<file path="src/rtl/spi_host_pkg.sv">
package spi_host_pkg;
  localparam int BYTE_W   = 8;
  localparam int N_BYTES  = 4;
  localparam int WORD_W   = BYTE_W * N_BYTES;
  localparam int ADDR_W   = 3;
  localparam int NUM_SS   = 3;
  localparam int BITS_W   = $clog2(WORD_W) + 1;

  typedef struct packed {
    logic       cpol;
    logic       cpha;
    logic [1:0] len;
    logic       man_ss;
    logic [2:0] tgt;
  } mode_t;

  typedef struct packed {
    logic [1:0] irq_sel;
    logic [1:0] rate;
    logic       irq_en;
  } rate_t;

  localparam logic [ADDR_W-1:0] A_MODE = 3'd0;
  localparam logic [ADDR_W-1:0] A_RATE = 3'd1;
  localparam logic [ADDR_W-1:0] A_B0   = 3'd2;
  localparam logic [ADDR_W-1:0] A_B3   = 3'd5;

  function automatic logic [BITS_W-1:0] frame_bits(input logic [1:0] code);
    return BITS_W'((int'(code) + 1) * BYTE_W);
  endfunction
endpackage

</file>
<file path="src/rtl/spi_host_clkgen.sv">
module spi_host_clkgen #(
  parameter int DIV0 = 96,
  parameter int DIV1 = 48,
  parameter int DIV2 = 24,
  parameter int DIV3 = 12
) (
  input  logic       clk_i,
  input  logic       rst_ni,
  input  logic       run_i,
  input  logic [1:0] rate_i,
  output logic       edge_o
);
  localparam int HMAX = DIV0 / 2;
  localparam int CW   = $clog2(HMAX) + 1;

  logic [CW-1:0] cnt_q, half;

  always_comb begin
    unique case (rate_i)
      2'b00:   half = CW'(DIV0 / 2);
      2'b01:   half = CW'(DIV1 / 2);
      2'b10:   half = CW'(DIV2 / 2);
      default: half = CW'(DIV3 / 2);
    endcase
  end

  assign edge_o = run_i && (cnt_q == half - CW'(1));

  always_ff @(posedge clk_i or negedge rst_ni) begin
    if (!rst_ni)                 cnt_q <= '0;
    else if (!run_i || edge_o)   cnt_q <= '0;
    else                         cnt_q <= cnt_q + CW'(1);
  end

  // half period is at least two cycles, so edges never touch
  p_edge_spacing_r5: assert property (@(posedge clk_i) disable iff (!rst_ni)
    edge_o |=> !edge_o);
endmodule

</file>
<file path="src/rtl/spi_host_shifter.sv">
module spi_host_shifter
  import spi_host_pkg::*;
(
  input  logic              clk_i,
  input  logic              rst_ni,
  input  logic              start_i,
  input  logic [WORD_W-1:0] load_i,
  input  logic              cpol_i,
  input  logic              cpha_i,
  input  logic [1:0]        len_i,
  input  logic              edge_i,
  input  logic              miso_i,
  output logic              busy_o,
  output logic              done_o,
  output logic              sclk_o,
  output logic              mosi_o,
  output logic [WORD_W-1:0] word_o
);
  localparam int EW = BITS_W + 1;

  logic              busy_q, sclk_q, samp_q, mosi_q;
  logic [WORD_W-1:0] sr_q;
  logic [EW-1:0]     ecnt_q, last_idx;

  assign last_idx = EW'({frame_bits(len_i), 1'b0}) - EW'(1);
  assign done_o   = busy_q && edge_i && (ecnt_q == last_idx);
  assign busy_o   = busy_q;
  assign sclk_o   = busy_q ? sclk_q : cpol_i;
  assign mosi_o   = cpha_i ? mosi_q : sr_q[WORD_W-1];
  // word as it stands once the pending shift of this cycle completes
  assign word_o   = {sr_q[WORD_W-2:0], cpha_i ? miso_i : samp_q};

  always_ff @(posedge clk_i or negedge rst_ni) begin
    if (!rst_ni) begin
      busy_q <= 1'b0;
      sclk_q <= 1'b0;
      samp_q <= 1'b0;
      mosi_q <= 1'b0;
      sr_q   <= '0;
      ecnt_q <= '0;
    end else if (start_i) begin
      busy_q <= 1'b1;
      sr_q   <= load_i;
      ecnt_q <= '0;
      sclk_q <= cpol_i;
      samp_q <= 1'b0;
    end else if (busy_q && edge_i) begin
      sclk_q <= ~sclk_q;
      ecnt_q <= ecnt_q + EW'(1);
      if (!ecnt_q[0]) begin
        if (!cpha_i) samp_q <= miso_i;
        else         mosi_q <= sr_q[WORD_W-1];
      end else begin
        sr_q <= word_o;
      end
      if (ecnt_q == last_idx) busy_q <= 1'b0;
    end else if (!busy_q) begin
      sclk_q <= cpol_i;
    end
  end

  p_start_busy_r3: assert property (@(posedge clk_i) disable iff (!rst_ni)
    start_i |=> busy_q);
  p_end_idle_level_r5: assert property (@(posedge clk_i) disable iff (!rst_ni)
    $fell(busy_q) |-> (sclk_q == cpol_i));
  p_no_restart_r10: assert property (@(posedge clk_i) disable iff (!rst_ni)
    busy_q |-> !start_i);
endmodule

</file>
<file path="src/rtl/spi_host_regs.sv">
module spi_host_regs
  import spi_host_pkg::*;
(
  input  logic              clk_i,
  input  logic              rst_ni,
  input  logic [ADDR_W-1:0] addr_i,
  input  logic              wr_en_i,
  input  logic [BYTE_W-1:0] wdata_i,
  input  logic              busy_i,
  input  logic              done_i,
  input  logic [WORD_W-1:0] rx_word_i,
  output mode_t             mode_o,
  output rate_t             rate_o,
  output logic              start_o,
  output logic [WORD_W-1:0] tx_word_o,
  output logic [BYTE_W-1:0] rdata_o
);
  mode_t                          mode_q;
  rate_t                          rate_q;
  logic [N_BYTES-1:0][BYTE_W-1:0] data_q;
  logic [BITS_W-1:0]              nbits;
  logic [WORD_W-1:0]              win_mask, rx_al;
  logic                           wr_ok;

  assign wr_ok     = wr_en_i && !busy_i;
  assign start_o   = wr_ok && (addr_i == A_B3);
  assign tx_word_o = {wdata_i, data_q[N_BYTES-2:0]};
  assign mode_o    = mode_q;
  assign rate_o    = rate_q;

  assign nbits    = frame_bits(mode_q.len);
  assign win_mask = ~({WORD_W{1'b1}} >> nbits);
  assign rx_al    = rx_word_i << (BITS_W'(WORD_W) - nbits);

  always_ff @(posedge clk_i or negedge rst_ni) begin
    if (!rst_ni) begin
      mode_q <= '0;
      rate_q <= '0;
      data_q <= '0;
    end else if (done_i) begin
      data_q <= (data_q & ~win_mask) | (rx_al & win_mask);
    end else if (wr_ok) begin
      if (addr_i == A_MODE) mode_q <= mode_t'(wdata_i);
      if (addr_i == A_RATE) rate_q <= rate_t'(wdata_i[BYTE_W-1:3]);
      for (int i = 0; i < N_BYTES; i++)
        if (addr_i == A_B0 + ADDR_W'(i)) data_q[i] <= wdata_i;
    end
  end

  always_comb begin
    rdata_o = '0;
    if (addr_i == A_MODE)      rdata_o = mode_q;
    else if (addr_i == A_RATE) rdata_o = {{(BYTE_W-1){1'b0}}, busy_i};
    else
      for (int i = 0; i < N_BYTES; i++)
        if (addr_i == A_B0 + ADDR_W'(i)) rdata_o = data_q[i];
  end

  p_done_in_frame_r7: assert property (@(posedge clk_i) disable iff (!rst_ni)
    done_i |-> busy_i);
  p_mode_frozen_r10: assert property (@(posedge clk_i) disable iff (!rst_ni)
    (busy_i && $past(busy_i)) |-> $stable(mode_q));
endmodule

</file>
<file path="src/rtl/spi_host_ctrl.sv">
module spi_host_ctrl
  import spi_host_pkg::*;
#(
  parameter int DIV0 = 96,
  parameter int DIV1 = 48,
  parameter int DIV2 = 24,
  parameter int DIV3 = 12
) (
  input  logic              clk_i,
  input  logic              rst_ni,
  input  logic [ADDR_W-1:0] addr_i,
  input  logic              wr_en_i,
  input  logic [BYTE_W-1:0] wdata_i,
  output logic [BYTE_W-1:0] rdata_o,
  output logic              sclk_o,
  output logic              mosi_o,
  input  logic              miso_i,
  output logic [NUM_SS-1:0] ss_n_o,
  output logic              irq_o,
  output logic [1:0]        irq_sel_o
);
  mode_t             mode;
  rate_t             rate;
  logic              start, busy, done, sclk_edge, irq_q;
  logic [WORD_W-1:0] tx_word, rx_word;

  spi_host_regs u_regs (
    .clk_i, .rst_ni, .addr_i, .wr_en_i, .wdata_i,
    .busy_i    (busy),
    .done_i    (done),
    .rx_word_i (rx_word),
    .mode_o    (mode),
    .rate_o    (rate),
    .start_o   (start),
    .tx_word_o (tx_word),
    .rdata_o
  );

  spi_host_clkgen #(.DIV0(DIV0), .DIV1(DIV1), .DIV2(DIV2), .DIV3(DIV3)) u_clkgen (
    .clk_i, .rst_ni,
    .run_i  (busy),
    .rate_i (rate.rate),
    .edge_o (sclk_edge)
  );

  spi_host_shifter u_shifter (
    .clk_i, .rst_ni,
    .start_i (start),
    .load_i  (tx_word),
    .cpol_i  (mode.cpol),
    .cpha_i  (mode.cpha),
    .len_i   (mode.len),
    .edge_i  (sclk_edge),
    .miso_i,
    .busy_o  (busy),
    .done_o  (done),
    .sclk_o,
    .mosi_o,
    .word_o  (rx_word)
  );

  for (genvar i = 0; i < NUM_SS; i++) begin : g_ss
    assign ss_n_o[i] = !((mode.tgt == 3'(i + 1)) && (mode.man_ss || busy));
  end

  always_ff @(posedge clk_i or negedge rst_ni) begin
    if (!rst_ni) irq_q <= 1'b0;
    else         irq_q <= done && rate.irq_en;
  end

  assign irq_o     = irq_q;
  assign irq_sel_o = rate.irq_sel;

  p_ss_onehot_r8: assert property (@(posedge clk_i) disable iff (!rst_ni)
    $onehot0(~ss_n_o));
  p_auto_ss_idle_r8: assert property (@(posedge clk_i) disable iff (!rst_ni)
    (!mode.man_ss && !busy) |-> (ss_n_o == '1));
  p_irq_pulse_r9: assert property (@(posedge clk_i) disable iff (!rst_ni)
    irq_o |=> !irq_o);
  p_irq_idle_r9: assert property (@(posedge clk_i) disable iff (!rst_ni)
    irq_o |-> !busy);
endmodule

</file>
<file path="config.mk">
export PLATFORM = sky130hd
export DESIGN_NAME = spi_host_ctrl
export DESIGN_NICKNAME = d
export VERILOG_FILES = /design/src/rtl/spi_host_pkg.sv /design/src/rtl/spi_host_clkgen.sv /design/src/rtl/spi_host_shifter.sv /design/src/rtl/spi_host_regs.sv /design/src/rtl/spi_host_ctrl.sv
export SDC_FILE = /design/constraint.sdc
export NUM_CORES = 1
export LEC_CHECK = 0
export BUFFER_PORTS_ARGS = -buffer_cell sky130_fd_sc_hd__buf_2
export CORE_MARGIN = 2
export CORE_UTILIZATION = 55
export DETAILED_ROUTE_END_ITERATION = 12
export PLACE_DENSITY = 0.69
export RECOVER_POWER = 50
export SLEW_MARGIN = 40
export SYNTH_ARGS = -nofsm -noshare
export SYNTH_HDL_FRONTEND = slang
export SYNTH_SLANG_ARGS = --single-unit
export TNS_END_PERCENT = 20
</file>
<file path="constraint.sdc">
create_clock -name clk_i -period 4.3 [get_ports clk_i]
set_input_delay 0.215 -clock clk_i [delete_from_list [all_inputs] [get_ports clk_i]]
set_output_delay 0.215 -clock clk_i [all_outputs]
set_load 0.005 [all_outputs]
</file>
After elaboration in Yosys (flattened, before gate mapping)
Index checks and enable logic that the tools add are counted.

storage, ports and cells
  output and inout port bits = 16
  bits in latches = 0
  logic and storage cells = 117
  bits in read-only memories = 0
  register bits = 96
  memory bits (writable) = 0
  memories kept = 0

cells by class
  $lt $le $gt $ge = 0
  divide/modulo/power cells = 0
  multipliers = 0
  bitwise operators = 9
  reduce and logical (&&, ||, !) cells = 35
  multiplexer cells = 31
  eq/ne operators = 14
  shift operators = 2
  add/subtract/negate cells = 6

operators with widths
  operator                                                               count
  32-bit 2-to-1 mux                                                      5
  8-bit 2-to-1 mux                                                       10
  32-bit AND                                                             2
  32-bit NOT                                                             2
  32-bit bitwise OR                                                      1
  32-bit by 6-bit left shift with 32-bit output                          1
  32-bit by 6-bit >> shifter with 32-bit output, first input constant    1
  7-bit 2-to-1 mux                                                       3
  6-bit case mux with 3 select lines                                     1
  2-bit nonzero test                                                     8
  7-bit by 1-bit adder with 7-bit output, second input constant          2
  7-bit equality test                                                    2
  3-bit by 2-bit equality test with 1-bit output, second input constant  4
  1-bit 2-to-1 mux                                                       12
  2-bit AND reduction                                                    6
  1-bit logical AND                                                      9
  3-bit AND reduction                                                    3
  6-bit by 1-bit subtractor with 7-bit output, second input constant     1
  7-bit by 1-bit subtractor with 7-bit output, second input constant     1
  3-bit by 1-bit equality test with 1-bit output, second input constant  2
  3-bit equality test, second input constant                             2
  6-bit subtractor, first input constant                                 1
  1-bit logical NOT                                                      4
  2-bit inequality test, second input constant                           2
  other kinds (8)                                                        12

Logic depth before layout (Yosys ltp)
  word-level depth = 9
  depth in mapped cells = 13
  gate-level depth less buffers = 8

Cells and area by module
From an unflattened synthesis, not the netlist that was laid out.

unflattened totals
  cells, all modules = 602
  area total of the unflattened synthesis = 5957.0 um^2

modules (own cells, without submodules)
  module            instances  cells an instance  area an instance (um^2)
  spi_host_regs     1          317                3115.5
  spi_host_shifter  1          235                2357.3
  spi_host_clkgen   1          44                 417.9
  spi_host_ctrl     1          6                  66.3

Worst setup path after synthesis
Ideal clock, no wire load.

  path type = flip-flop to flip-flop
  start point = register u_regs.mode_q (netlist bit u_regs.mode_o[4])
  end point = register (tool-made name)
  buffers on the path = 3
  data required time = 4.175 ns
  library setup time = 0.125 ns
  stages on the path, launching flop included = 12
  clock period less this slack = 2.985 ns
  data arrival time = 2.860 ns
  setup slack = 1.315 ns
  cell sequence = dfrtp_1 -> clkbuf_1 -> inv_1 -> clkbuf_1 -> ha_1 -> xnor2_1 -> mux2i_1 -> nand2b_1 -> or3_1 -> buf_4 -> o22ai_4 -> mux2_4

RTL lines
  element                 RTL line             text
  from (decl)             spi_host_regs.sv:18  mode_t mode_q;
  from (signal assigned)  spi_host_regs.sv:43  if (addr_i == A_MODE) mode_q <= mode_t'(wdata_i);

==> flow_metrics.tcl <==
set metrics [dict create \
    yosysSeqAreaShare_pct 43.0 \
    grt_use_total_pct 27.8 \
    final_core_util_pct 61.6 \
    clockRootBuffer "clkbuf_8" \
    ys.flop_type "dfrtp_1" \
    vias_per_cell 6.27 \
    ir_worst_vdd_mv 0.167 \
    die-height_um 105 \
    p_leak_nw 2.66 \
    crit_chain "inv_1 -> ha_1 -> xnor2_1 -> mux2i_1 -> nand2b_1 -> or3_2 -> o22ai_4 -> mux2_4" \
    cts.path.max_buffers 2 \
    place_ws_ns 0.998 \
    syn_avg_cell_area_um2 10.4 \
    core.rowCount 36 \
    status "finished, violations left" \
    drc 0 \
    hold_viol_final 0 \
    p_total_mw 2.04 \
    synthCells 539 \
    violations "max-capacitance violations, max-slew violations" \
    core_mm2 0.00982 \
    path_clk_slew_ns 0.09 \
    finalCriticalPeriod_ns 3.34 \
    p_comb_share_pct 14.6 \
    use_met2_pct 43.4 \
    synth_edf_count 0 \
    grt_pass1_vias 4207 \
    finalWeightedCongestion 0.879 \
    tightestPinTransition_ns 1.76 \
    fin_area_mm2 0.00605 \
    busiest_layer "met2" \
    reg2reg_depth 8 \
    final_nets 570 \
    io_pins 31 \
    cp_max_fo 27 \
    whs_path_depth 3 \
    setup_violations 0 \
    htree_levels 3 \
    drt_iter0_drc 327 \
    end_kind "register" \
    antenna_left 0 \
    cts.sinks 96 \
    wl_per_cell_um 21.1 \
    hp-class "in -> reg" \
    setup_slack_ns 0.959 \
    fillers 861 \
    totalWireLength_um 14500 \
    async_flop_share_pct 100 \
    netSwitchingFraction_pct 27.5 \
    dpl.hpwl_um 9950 \
    power_frac_clock_pct 33.9 \
    cap_violations 2 \
    antenna_found_initial 0 \
    critPathRequiredTime_ns 4.56 \
    rsz0062_at_grt "no" \
    worst-path-stages 8 \
    clk_latency_ns 0.38 \
    grt_pass1_wl_um 23700 \
    grt_max_degree 65 \
    layout_commonest_cell "dfrtp_1" \
    seq_power_share_pct 51.4 \
    min_period_over_period_pct 77.7 \
    postPlaceCellArea_mm2 0.00583 \
    start_util_pct 56.9 \
    worstSetupPathType "reg -> reg" \
    use_met3_pct 4.24 \
    syn-cell-area_mm2 0.00558 \
    slowest_stage "or3_2" \
    cts_made_buffers 9 \
    finClkSkew_ns 0.0135 \
    fmax_mhz 299 \
    worst-path-buf-inv 1 \
    dieWidth_um 105 \
    seqCellArea_mm2 0.00240 \
    final_cell_mix "96 x dfrtp_1, 51 x mux2i_1, 48 x a21oi_1" \
    die_area_mm2 0.0110 \
    fin_tns_setup_ns 0 \
    ys_ff_latch 96 \
    switchingPower_mw 0.562 \
    synthDistinctLibCells 49 \
    fin_cells 688 \
    worstPathArrival_ns 3.60 \
    synth_warnings 0 \
    worst_path_largest_cell_delay_ns 0.83 \
    cts-resized-gates 0 \
    placedCellCount 671 \
    synth_nets 559 \
    slew-limit-headroom_pct -17.6 \
    cts_tree "built" \
    maxSlewViolCount 60 \
    syn_to_final_growth_pct 8.40 \
    drt-pass1-iter-count 5 \
    vias 4316 \
    met1_usage_pct 38.7 \
    multiInputGateArea_mm2 0.00300 \
    fin_hold_ws_ns 0.105 \
    start_kind "register" \
    portBuffers 30 \
    power_density_mw_per_mm2 338 \
    cp_top_family "simple AND/OR/NAND/NOR gates" \
    grt_overflow_total 0 \
    diodes 0 \
    drive_gt1_share_pct 19.3 \
    internal-power_mw 1.48 \
]
-- power by group through the flow --
stage	combinational (mW)	clock [mW]	sequential (mW)
global route	0.337	0.746	1.06
CTS	0.302	0.705	1.05
global placement	0.282	0	1.06
floorplan	0.206	0	1.04
finish	0.299	0.694	1.05
detailed placement	0.299	0	1.07
-- metal layers --
layer  up-vias  routed length, µm  part of all wire [%]
li1       1965                  -                     -
met1      2152               6410                    44
met2       170               6770                    47
met3        29                916                   6.3
met4         0                416                   2.9
met5         -                  0                     0
-- worst register-to-register path, delay by kind of cell, from the launching register on --
kind	cells	cell delay, ns
simple gates	2	1.08
compound gates	1	0.51
mux	2	0.47
flops	1	0.38
fa+ha+maj	1	0.33
buf+inv	1	0.28
xor+xnor	1	0.18
-- cells in the mapped netlist, types with 2 or more instances --
cell type	n	share of area, %
mux2_2	26	5.2
and2_1	2	0.22
a22oi_1	2	0.27
nand2b_1	6	0.67
inv_1	4	0.27
nor2_1	41	2.8
o21ai_0	31	2.8
xor2_1	4	0.63
a211oi_1	8	1.1
mux4_2	8	3.2
a21oi_1	48	4.3
buf_1	8	0.54
nand3_1	16	1.4
o22ai_1	6	0.67
nor3b_1	2	0.27
dfrtp_1	96	43
and3_1	10	1.1
nor3_1	5	0.45
buf_4	5	0.67
nand3b_1	9	1.2
o221ai_1	2	0.31
ha_1	5	1.1
nand2_1	47	3.2
a22o_1	8	1.3
or3_1	2	0.22
mux2_1	15	3.0
o21ai_1	3	0.27
mux2i_1	51	9.1
o22ai_4	2	0.72
clkbuf_1	24	1.6
xnor2_1	9	1.4
mux2_4	15	4.0
buf_2	2	0.18
nand4_1	2	0.22
-- cell families after synthesis --
group                    after synthesis  share of synthesized area (%)
multiplexers                         115                           24.7
AND/OR/NAND/NOR                      148                           12.9
AO/OA/AOI/OAI                        117                           12.7
buffers and inverters                 45                           3.54
adder cells (fa/ha/maj)                5                           1.12
flip-flops                            96                           43.0
XOR/XNOR                              13                           2.04
-- path summary, 6_finish.rpt --
check                                       start                end  slack (ns)
max in group asynchronous                  rst_ni   u_regs.rate_o[1]        1.16
min in group asynchronous                  rst_ni  u_regs.data_q[31]        0.79
worst max register to register   u_regs.mode_o[4]           register        0.96
worst min-delay path                       miso_i   u_shifter.samp_q        0.11
worst max-delay path             u_regs.mode_o[4]           register        0.96
worst min register to register  u_clkgen.cnt_q[0]  u_clkgen.cnt_q[0]        0.50
-- area by class of cell --
type                    instances  area share (%)
repair buffers                 40            3.82
flip-flops and latches         96            39.7
inverters                       5           0.310
well taps                     133            2.75
clock buffers                  14            2.85
multi-input cells             398            49.6
clock inverters                 2           0.992
-- timing repair --
| item | CTS | global route |
|---|---|---|
| buffers inserted | 0 | 0 |
| hold buffers | 1 | 0 |
| hold endpoints to repair | 25 | 0 |
| setup endpoints to repair | 0 | 0 |
Power figures use the tool's default switching activity.
